**src/rtl/dq_pkg.sv**
```systemverilog
package dq_pkg;
  parameter int NUM_TEN     = 4;
  parameter int TOTAL_DEPTH = 16;
  parameter int TOK_W       = 8;

  localparam int SECT   = TOTAL_DEPTH / NUM_TEN;
  localparam int TEN_W  = $clog2(NUM_TEN);
  localparam int PTR_W  = $clog2(SECT);
  localparam int CNT_W  = $clog2(SECT + 1);
  localparam int ADDR_W = $clog2(TOTAL_DEPTH);

  typedef struct packed {
    logic              wrEn;
    logic [ADDR_W-1:0] wrAddr;
    logic [ADDR_W-1:0] rdAddr;
  } strobe_t;
endpackage

```
**src/rtl/dq_store.sv**
```systemverilog
module dq_store
  import dq_pkg::*;
(
  input  logic             clk,
  input  strobe_t          strobe,
  input  logic [TOK_W-1:0] pushData,
  output logic [TOK_W-1:0] popData
);
  logic [TOK_W-1:0] mem [TOTAL_DEPTH];

  always_ff @(posedge clk) begin
    if (strobe.wrEn) mem[strobe.wrAddr] <= pushData;
  end

  assign popData = mem[strobe.rdAddr];
endmodule

```
**src/rtl/dq_ctrl.sv**
```systemverilog
module dq_ctrl
  import dq_pkg::*;
(
  input  logic               clk,
  input  logic               rstN,
  input  logic               pushValid,
  input  logic [TEN_W-1:0]   pushTenant,
  input  logic               popValid,
  input  logic [TEN_W-1:0]   popTenant,
  input  logic               cfgValid,
  input  logic [TEN_W-1:0]   cfgTenant,
  input  logic [CNT_W-1:0]   cfgDepth,
  output strobe_t            strobe,
  output logic [NUM_TEN-1:0] full,
  output logic [NUM_TEN-1:0] empty,
  output logic [NUM_TEN-1:0] err
);
  logic [PTR_W-1:0]   wrBase [NUM_TEN];
  logic [PTR_W-1:0]   rdHead [NUM_TEN];
  logic [NUM_TEN-1:0] pushOk;

  for (genvar t = 0; t < NUM_TEN; t++) begin : g_ten
    logic [PTR_W-1:0] wrPtr, rdPtr, wrNext, rdNext;
    logic [CNT_W-1:0] count, depth, depthNext, wrInc, rdInc;
    logic             errQ;
    logic             pushHit, popHit, cfgHit, isEmpty, isFull, popOk, cfgOk;

    always_comb begin
      pushHit   = pushValid && (pushTenant == TEN_W'(t));
      popHit    = popValid && (popTenant == TEN_W'(t));
      cfgHit    = cfgValid && (cfgTenant == TEN_W'(t));
      isEmpty   = (count == '0);
      isFull    = (count == depth);
      pushOk[t] = pushHit && !isFull;
      popOk     = popHit && !isEmpty;
      cfgOk     = cfgHit && isEmpty && (cfgDepth != '0) && (cfgDepth <= CNT_W'(SECT));
      depthNext = cfgOk ? cfgDepth : depth;
      wrBase[t] = cfgOk ? '0 : wrPtr;
      wrInc     = CNT_W'(wrBase[t]) + CNT_W'(1);
      wrNext    = pushOk[t] ? ((wrInc >= depthNext) ? '0 : wrInc[PTR_W-1:0]) : wrBase[t];
      rdInc     = CNT_W'(rdPtr) + CNT_W'(1);
      rdNext    = popOk ? ((rdInc >= depth) ? '0 : rdInc[PTR_W-1:0])
                        : (cfgOk ? '0 : rdPtr);
      rdHead[t] = rdPtr;
    end

    always_ff @(posedge clk) begin
      if (!rstN) begin
        wrPtr <= '0;
        rdPtr <= '0;
        count <= '0;
        depth <= CNT_W'(SECT);
        errQ  <= 1'b0;
      end else begin
        wrPtr <= wrNext;
        rdPtr <= rdNext;
        count <= count + CNT_W'(pushOk[t]) - CNT_W'(popOk);
        depth <= depthNext;
        errQ  <= errQ | (pushHit && isFull) | (popHit && isEmpty);
      end
    end

    assign full[t]  = isFull;
    assign empty[t] = isEmpty;
    assign err[t]   = errQ;
  end

  always_comb begin
    strobe.wrEn   = |pushOk;
    strobe.wrAddr = ADDR_W'(pushTenant) * ADDR_W'(SECT) + ADDR_W'(wrBase[pushTenant]);
    strobe.rdAddr = ADDR_W'(popTenant) * ADDR_W'(SECT) + ADDR_W'(rdHead[popTenant]);
  end
endmodule

```
**src/rtl/dq_tenant_queue.sv**
```systemverilog
module dq_tenant_queue
  import dq_pkg::*;
(
  input  logic               clk,
  input  logic               rstN,
  input  logic               pushValid,
  input  logic [TEN_W-1:0]   pushTenant,
  input  logic [TOK_W-1:0]   pushData,
  input  logic               popValid,
  input  logic [TEN_W-1:0]   popTenant,
  output logic [TOK_W-1:0]   popData,
  input  logic               cfgValid,
  input  logic [TEN_W-1:0]   cfgTenant,
  input  logic [CNT_W-1:0]   cfgDepth,
  output logic [NUM_TEN-1:0] full,
  output logic [NUM_TEN-1:0] empty,
  output logic [NUM_TEN-1:0] err
);
  strobe_t strobe;

  dq_ctrl u_ctrl (
    .clk(clk), .rstN(rstN),
    .pushValid(pushValid), .pushTenant(pushTenant),
    .popValid(popValid), .popTenant(popTenant),
    .cfgValid(cfgValid), .cfgTenant(cfgTenant), .cfgDepth(cfgDepth),
    .strobe(strobe), .full(full), .empty(empty), .err(err)
  );

  dq_store u_store (
    .clk(clk), .strobe(strobe), .pushData(pushData), .popData(popData)
  );
endmodule

```
**config.mk**
```make
export PLATFORM = sky130hd
export DESIGN_NAME = dq_tenant_queue
export DESIGN_NICKNAME = d
export VERILOG_FILES = /design/src/rtl/dq_pkg.sv /design/src/rtl/dq_store.sv /design/src/rtl/dq_ctrl.sv /design/src/rtl/dq_tenant_queue.sv
export SDC_FILE = /design/constraint.sdc
export NUM_CORES = 1
export LEC_CHECK = 0
export BUFFER_PORTS_ARGS = -buffer_cell sky130_fd_sc_hd__buf_2
export CAP_MARGIN = 10
export CORE_UTILIZATION = 35
export CTS_CLUSTER_SIZE = 30
export DETAILED_ROUTE_END_ITERATION = 12
export PLACE_DENSITY_LB_ADDON = 0.2
export SYNTH_ARGS = -nofsm -noshare
export SYNTH_HDL_FRONTEND = slang
export SYNTH_HIERARCHICAL = 1
export SYNTH_SLANG_ARGS = --single-unit
```
**constraint.sdc**
```tcl
create_clock -name clk -period 3.9 [get_ports clk]
set_clock_uncertainty 0.1 [all_clocks]
set_input_delay 0.39 -clock clk [delete_from_list [all_inputs] [get_ports clk]]
set_output_delay 0.39 -clock clk [all_outputs]
set_load 0.01 [all_outputs]
```
==> impl_metrics.yaml, run 1 <==
outcome:
  status: "complete, no violations"
timing:
  setup_viol: 0
  rsz0062_at_grt: "no"
  hold_viol_final: 0
  fin_crit_sh_pct: 82.2
  worst_slew_pin_slew_ps: 849
  slew_headroom_pct: 43.4
  min_period_ps: 3210
  finalWorstSetupSlack_ps: 694
  drv_slew: 0
  fin_setup_tns_ps: 0
  fmax_mhz: 312
pwr:
  p_sw_mw: 1.10
  switching_share_pct: 25.5
  pwr-share-clk_pct: 39.9
  p_int_mw: 3.22
  p_leak_nw: 3.48
  irDropWorstVdd_mv: 0.272
  comb_power_share_pct: 12.2
  seqPwrFrac_pct: 47.9
  power_density_mw_per_mm2: 475
synthesis:
  async_flop_share_pct: 0
  synth-main-ff-cell: "edfxtp_1"
  syn_nets: 623
  synth-edff-count: 128
  ys_ff_latch: 172
  synth_area_mm2: 0.00802
  syn_area_per_cell_um2: 14.4
  yosys_warnings: 6
  synth_top_area_share_pct: 47.9
  synth_area_leaders: "edfxtp_1, dfxtp_1, ha_1, mux4_2, mux4_1"
  synth_top_area_cell: "edfxtp_1"
  yosysUniqueCellTypes: 53
  syn-instance-count: 557
  yosysSeqAreaShare_pct: 58.9
global_routing:
  grt_util_all_layers_pct: 16.1
  grt_antenna_before_repair: 0
  grt_pass1_wl_um: 27800
  grt_start_max_net_pins: 33
  grt_pass1_vias: 4792
  overflow: 0
final_layout:
  final_area_mm2: 0.00909
  drive_gt1_share_pct: 21.0
  nets: 667
  syn2layout_area_growth_pct: 13.3
  antenna_cells: 0
cts:
  cts_hold_buf: 0
  cts_buffers: 17
  cts_resized: 0
  clock-sinks: 172
  cts_max_level: 4
  clock_latency_ps: 420
  cts_root_buffer: "clkbuf_16"
  cts_setup_buffers: 0
  path_clk_slew_ps: 60
  cts_tree: "yes"
  clk_path_buf_depth: 2
floorplan:
  die_y_um: 153
  die-area_mm2: 0.0235
  io_pins: 42
  core_mm2: 0.0226
  die_w_um: 153
  start_util_pct: 35.5
  num_rows: 55
route:
  ant_nets: 0
  drt_iter0_markers: 369
  wl_um: 18100
  via_per_inst: 5.19
  drc: 0
  post_drt_wl_per_cell_um: 20.1
  drt-pass1-iter-count: 4
  vias: 4663
worst_hold_path:
  hp-class: "in -> reg"
setup_path:
  cp-start-kind: "flop"
  rrSetupSlack_ps: 930
  reg2reg_to: "u_store/mem[3][3]"
  worstPathMaxFanout: 32
  endpoint: "popData[1]"
  r2r_start: "u_ctrl/g_ten[3].count[1]"
  crit_required_ps: 3410
  crit_arrival_ps: 2720
  worstSetupPathType: "reg -> out"
  crit_start: "u_ctrl/g_ten[2].rdPtr[0]"
  reg2reg_depth: 6
  critPathCaptureType: "output port"
place:
  hpwl_um: 12700
  routabilityCongestion: 0.810
  place_area_mm2: 0.00849
  pre_cts_slack_ps: 595
  numPortBuffers: 41
job:
  drv_cap: 0
==> layout make-up <==
cell class	instances	area [um2]
Fill cell	2104	13500
Sequential cell	172	4720
Multi-Input combinational cell	312	2910
Clock buffer	17	425
Timing Repair Buffer	60	360
Tap cell	285	357
Clock inverter	14	171
Inverter	38	143
==> flip-flops by register name (all words and copies together) (netlist names) <==
name,flops
u_store/mem,128
u_ctrl/g_ten.rdPtr,8
u_ctrl/g_ten.wrPtr,8
u_ctrl/g_ten.count,12
u_ctrl/g_ten.errQ,4
u_ctrl/g_ten.depth,12
==> kinds of logic (layout without fill, tap and decap cells) <==
family / Yosys count / after routing / synth area share [%]
compound gates: 67 / 67 / 6.13
xor+xnor: 20 / 20 / 2.18
fa+ha+maj: 44 / 44 / 7.24
buf+inv: 73 / 129 / 4.87
flops: 172 / 172 / 58.9
mux: 46 / 46 / 11.8
simple gates: 135 / 135 / 8.92
==> synthesized netlist by cell type (6+ instances only) <==
| cell | number |
|---|---|
| a2111oi_0 | 6 |
| a21oi_1 | 13 |
| a22oi_1 | 16 |
| and2_1 | 16 |
| buf_2 | 6 |
| buf_4 | 18 |
| dfxtp_1 | 44 |
| edfxtp_1 | 128 |
| ha_1 | 40 |
| inv_1 | 37 |
| mux2i_1 | 8 |
| mux4_1 | 14 |
| mux4_2 | 20 |
| nand2_1 | 16 |
| nand2b_1 | 9 |
| nand3_1 | 9 |
| nor2_1 | 43 |
| nor3_1 | 12 |
| or3_1 | 6 |
| xnor2_1 | 7 |
| xor2_1 | 13 |
==> power by group through the flow <==
stage	Sequential, mW	Clock (mW)	Combinational (mW)
6_report	2.07	1.72	0.527
3_3_place_gp	2.11	0	0.520
4_1_cts	2.07	1.76	0.537
3_5_place_dp	2.11	0	0.534
2_1_floorplan	2.09	0	0.375
5_1_grt	2.07	1.83	0.582
==> stage by stage <==
step	hold WS, ps	std cells	power [mW]	util, %
final	213	898	4.31	40.3
after global routing	221	898	4.48	40.3
after CTS	201	898	4.37	40.3
after detailed placement	361	867	2.64	37.6
after global placement	354	867	2.63	37.6
after floorplan	339	557	2.47	-
==> cell usage in the layout, fill, tap and decap left out, drive strengths merged, types with 5 or more instances in the layout <==
cell type and n:
inv 47, a2111oi 7, a21o 5, nand2 16, ha 40, nor2 43, buf 60, a22oi 16
or3 7, xor2 13, nor3 13, and2 18, xnor2 7, nand3 11, mux2i 8, nand2b 9
dfxtp 44, mux4 34, clkbuf 17, a21oi 13, edfxtp 128, nand3b 5
==> per-layer routing <==
metal	GRT usage [%]	vias to the layer above	routed length [um]
li1	-	2197	-
met1	19.5	2363	7600
met2	28.9	89	9610
met3	3.29	14	644
met4	4.57	0	214
met5	0	-	0
==> how the worst min path moves through the flow <==
stage	from	to	slack [ps]	depth (start not counted)
3_5_place_dp	u_ctrl/g_ten[1].wrPtr[1]	u_ctrl/g_ten[1].wrPtr[1]	360	2
6_report	rstN	u_ctrl/g_ten[3].depth[2]	210	2
3_3_place_gp	u_ctrl/g_ten[0].wrPtr[1]	u_ctrl/g_ten[0].wrPtr[1]	350	2
5_1_grt	rstN	u_ctrl/g_ten[3].depth[2]	220	2
4_1_cts	pushValid	u_ctrl/g_ten[3].errQ	200	3
2_1_floorplan	u_ctrl/g_ten[1].wrPtr[1]	u_ctrl/g_ten[1].wrPtr[1]	340	2
==> worst max-delay path, stage by stage, from the launching register on <==
cell and delay, ps:
dfxtp_1 470, mux4_2 330, buf_12 250, mux4_1 620, a22oi_1 360, nand2_1 90, buf_2 140
Power figures use the tool's default switching activity.
==> run 2: changes to the inputs <==
--- a/config.mk
+++ b/config.mk
@@ -5,6 +5,7 @@
 export SDC_FILE = /design/constraint.sdc
 export NUM_CORES = 1
 export LEC_CHECK = 0
+export ABC_AREA = 1
 export BUFFER_PORTS_ARGS = -buffer_cell sky130_fd_sc_hd__buf_2
 export CAP_MARGIN = 10
 export CORE_UTILIZATION = 35
==> constraint.sdc (replaced) <==
create_clock -name clk -period 3 [get_ports clk]
set_clock_uncertainty 0.1 [all_clocks]
set_input_delay 0.3 -clock clk [delete_from_list [all_inputs] [get_ports clk]]
set_output_delay 0.3 -clock clk [all_outputs]
set_load 0.01 [all_outputs]
==> impl_metrics.yaml, run 2 <==
synthesis:
  syn-instance-count: 1048
  synth-main-ff-cell: "edfxtp_1"
  syn_area_per_cell_um2: 8.57
  netlist_top_cells_count: "nand2_1, inv_1, nand3_1"
  ys_ff_latch: 172
  synth_top_area_cell: "edfxtp_1"
  synth-edff-count: 128
  synth_area_mm2: 0.00898
  async_flop_share_pct: 0
  yosysSeqAreaShare_pct: 52.6
  synth_area_leaders: "edfxtp_1, nand2_1, dfxtp_1, inv_1, nand3_1"
  yosys_warnings: 6
  syn_nets: 1114
  synth_top_area_share_pct: 42.8
  yosysMostFrequentCell: "nand2_1"
  yosysUniqueCellTypes: 32
route:
  ant_nets: 0
  post_drt_wl_per_cell_um: 15.7
  drt-pass1-iter-count: 6
  wl_um: 22500
  via_per_inst: 4.71
  drc: 0
  drt_iter0_markers: 534
  vias: 6745
final_layout:
  final_common_cell: "nand2_1"
  final_core_util_pct: 40.0
  fin_cells: 1431
  largest_reg_flops: 128
  multiInputGateArea_mm2: 0.00320
  top_regs: "u_store/mem x128, u_ctrl/g_ten.count x12, u_ctrl/g_ten.depth x12"
  syn2layout_area_growth_pct: 12.3
  final_cell_mix: "nand2_1, inv_1, nand3_1"
  drive_gt1_share_pct: 10.4
  regArea_mm2: 0.00472
  fillerInstances: 2569
  regMostFlops: "u_store/mem"
  antenna_cells: 0
  nets: 1154
setup_path:
  cp_top_family: "buffers and inverters"
  cp_cell_sequence: "inv_1, o211ai_1, buf_6, nand2_1, nand3_1, nand3_1, nand3_1, nand2_1, buf_2"
  critPathCaptureType: "output port"
  cp-start-kind: "flop"
  crit_arrival_ps: 2380
  worstSetupPathType: "reg -> out"
  crit_path_top_delay_cell: "o211ai_1"
  slowest_delay_ps: 400
  crit_path_frequent_cell: "nand3_1"
  worstPathMaxFanout: 36
  path_buf_inv: 3
  crit_required_ps: 2600
cts:
  clock-sinks: 172
  cts_max_level: 4
  cts_tree: "yes"
  clk_path_buf_depth: 2
  clock_latency_ps: 430
  path_clk_slew_ps: 80
  cts_buffers: 17
  cts_hold_buf: 0
  cts_root_buffer: "clkbuf_16"
place:
  hpwl_um: 15300
  routabilityCongestion: 0.847
  numPortBuffers: 41
  dp_cells: 1399
timing:
  fin_crit_sh_pct: 92.5
  fin_setup_tns_ps: 0
  setup_viol: 0
  slew_headroom_pct: 39.4
  rsz0062_at_grt: "yes"
  drv_slew: 0
  worst_slew_pin_slew_ps: 906
  hold_viol_final: 0
  min_period_ps: 2780
  fmax_mhz: 360
floorplan:
  io_pins: 42
  die_y_um: 162
  die_w_um: 162
  core_mm2: 0.0252
  die-area_mm2: 0.0263
  start_util_pct: 35.7
  num_rows: 58
pwr:
  irDropWorstVdd_mv: 0.397
  power.total_mw: 5.57
  p_leak_nw: 4.70
  power_density_mw_per_mm2: 553
global_routing:
  grt_pass1_vias: 6414
  grt_util_all_layers_pct: 17.8
  grt_start_max_net_pins: 54
  grt_pass1_wl_um: 35300
  overflow: 0
  grt_antenna_before_repair: 0
worst_hold_path:
  hp-class: "in -> reg"
job:
  drv_cap: 0
outcome:
  status: "complete, no violations"
[run 2: cell types whose count changed after synthesis, moves of 16 or more]
cell / previous run / this run
and2_1: 16 / 0
inv_1: 37 / 197
mux4_2: 20 / 0
nand2_1: 16 / 279
nand3_1: 9 / 143
nor2_1: 43 / 73
[run 2: routing by layer]
| metal | vias up | track usage (%) | wire (um) |
|---|---|---|---|
| li1 | 3396 | - | - |
| met1 | 3186 | 22.6 | 10100 |
| met2 | 138 | 30.7 | 11000 |
| met3 | 25 | 2.68 | 900 |
| met4 | 0 | 6.65 | 495 |
| met5 | - | 0 | 0 |
[run 2: worst paths after layout]
check                                 from                       end  slack [ps]  cells after the start
setup / recovery  u_ctrl/g_ten[3].rdPtr[0]                popData[2]         220                      9
hold / removal                 cfgDepth[0]  u_ctrl/g_ten[1].depth[0]         120                      3
hold reg to reg   u_ctrl/g_ten[0].rdPtr[1]  u_ctrl/g_ten[0].rdPtr[1]         390                      2
setup reg to reg  u_ctrl/g_ten[2].count[1]         u_store/mem[4][5]         410                     11
[run 2: worst reg2reg max path, stage by stage (launching register included)]
cell,delay [ps]
dfxtp_1,360
inv_1,130
nand3_1,180
nor2_1,160
nand2_2,100
nand3_1,70
nand2_1,60
inv_1,50
nand2_1,80
inv_1,80
nand2_1,120
nor2_1,730
[run 2: through the flow]
step	hold WS [ps]	area (um2)	worst slack, ps
6_report	120	10100	224
5_1_grt	154	10100	-29.4
4_1_cts	106	10100	117
3_5_place_dp	377	9500	423
3_3_place_gp	375	9500	401
2_1_floorplan	299	8980	852
[run 2: what timing repair did]
item,in CTS,in global routing
endpoints found under the hold margin,0,0
setup buffers,0,0
endpoints found under the setup margin,0,6
gates resized for setup,0,2
[run 2: report_power, final]
part / internal [mW] / total, mW / switching (mW)
sequential: 2.62 / 2.67 / 0.0490
clock: 1.10 / 2.17 / 1.06
combinational: 0.237 / 0.733 / 0.496
[run 2: cell type report]
cell class,count,share of cell area (%)
Inverter,201,7.51
Multi-Input combinational cell,631,31.7
Sequential cell,172,46.9
Clock inverter,15,1.49
Clock buffer,17,4.22
Tap cell,330,4.09
Timing Repair Buffer,65,4.14
[run 2: logic make-up (layout without fill, tap and decap cells)]
family / Yosys count / after routing / synth area share (%)
AND/OR/NAND/NOR: 521 / 521 / 24.9
adder cells (fa/ha/maj): 44 / 44 / 6.46
AO/OA/AOI/OAI: 59 / 59 / 3.51
flip-flops: 172 / 172 / 52.6
buffers and inverters: 245 / 298 / 11.8
XOR/XNOR: 7 / 7 / 0.683
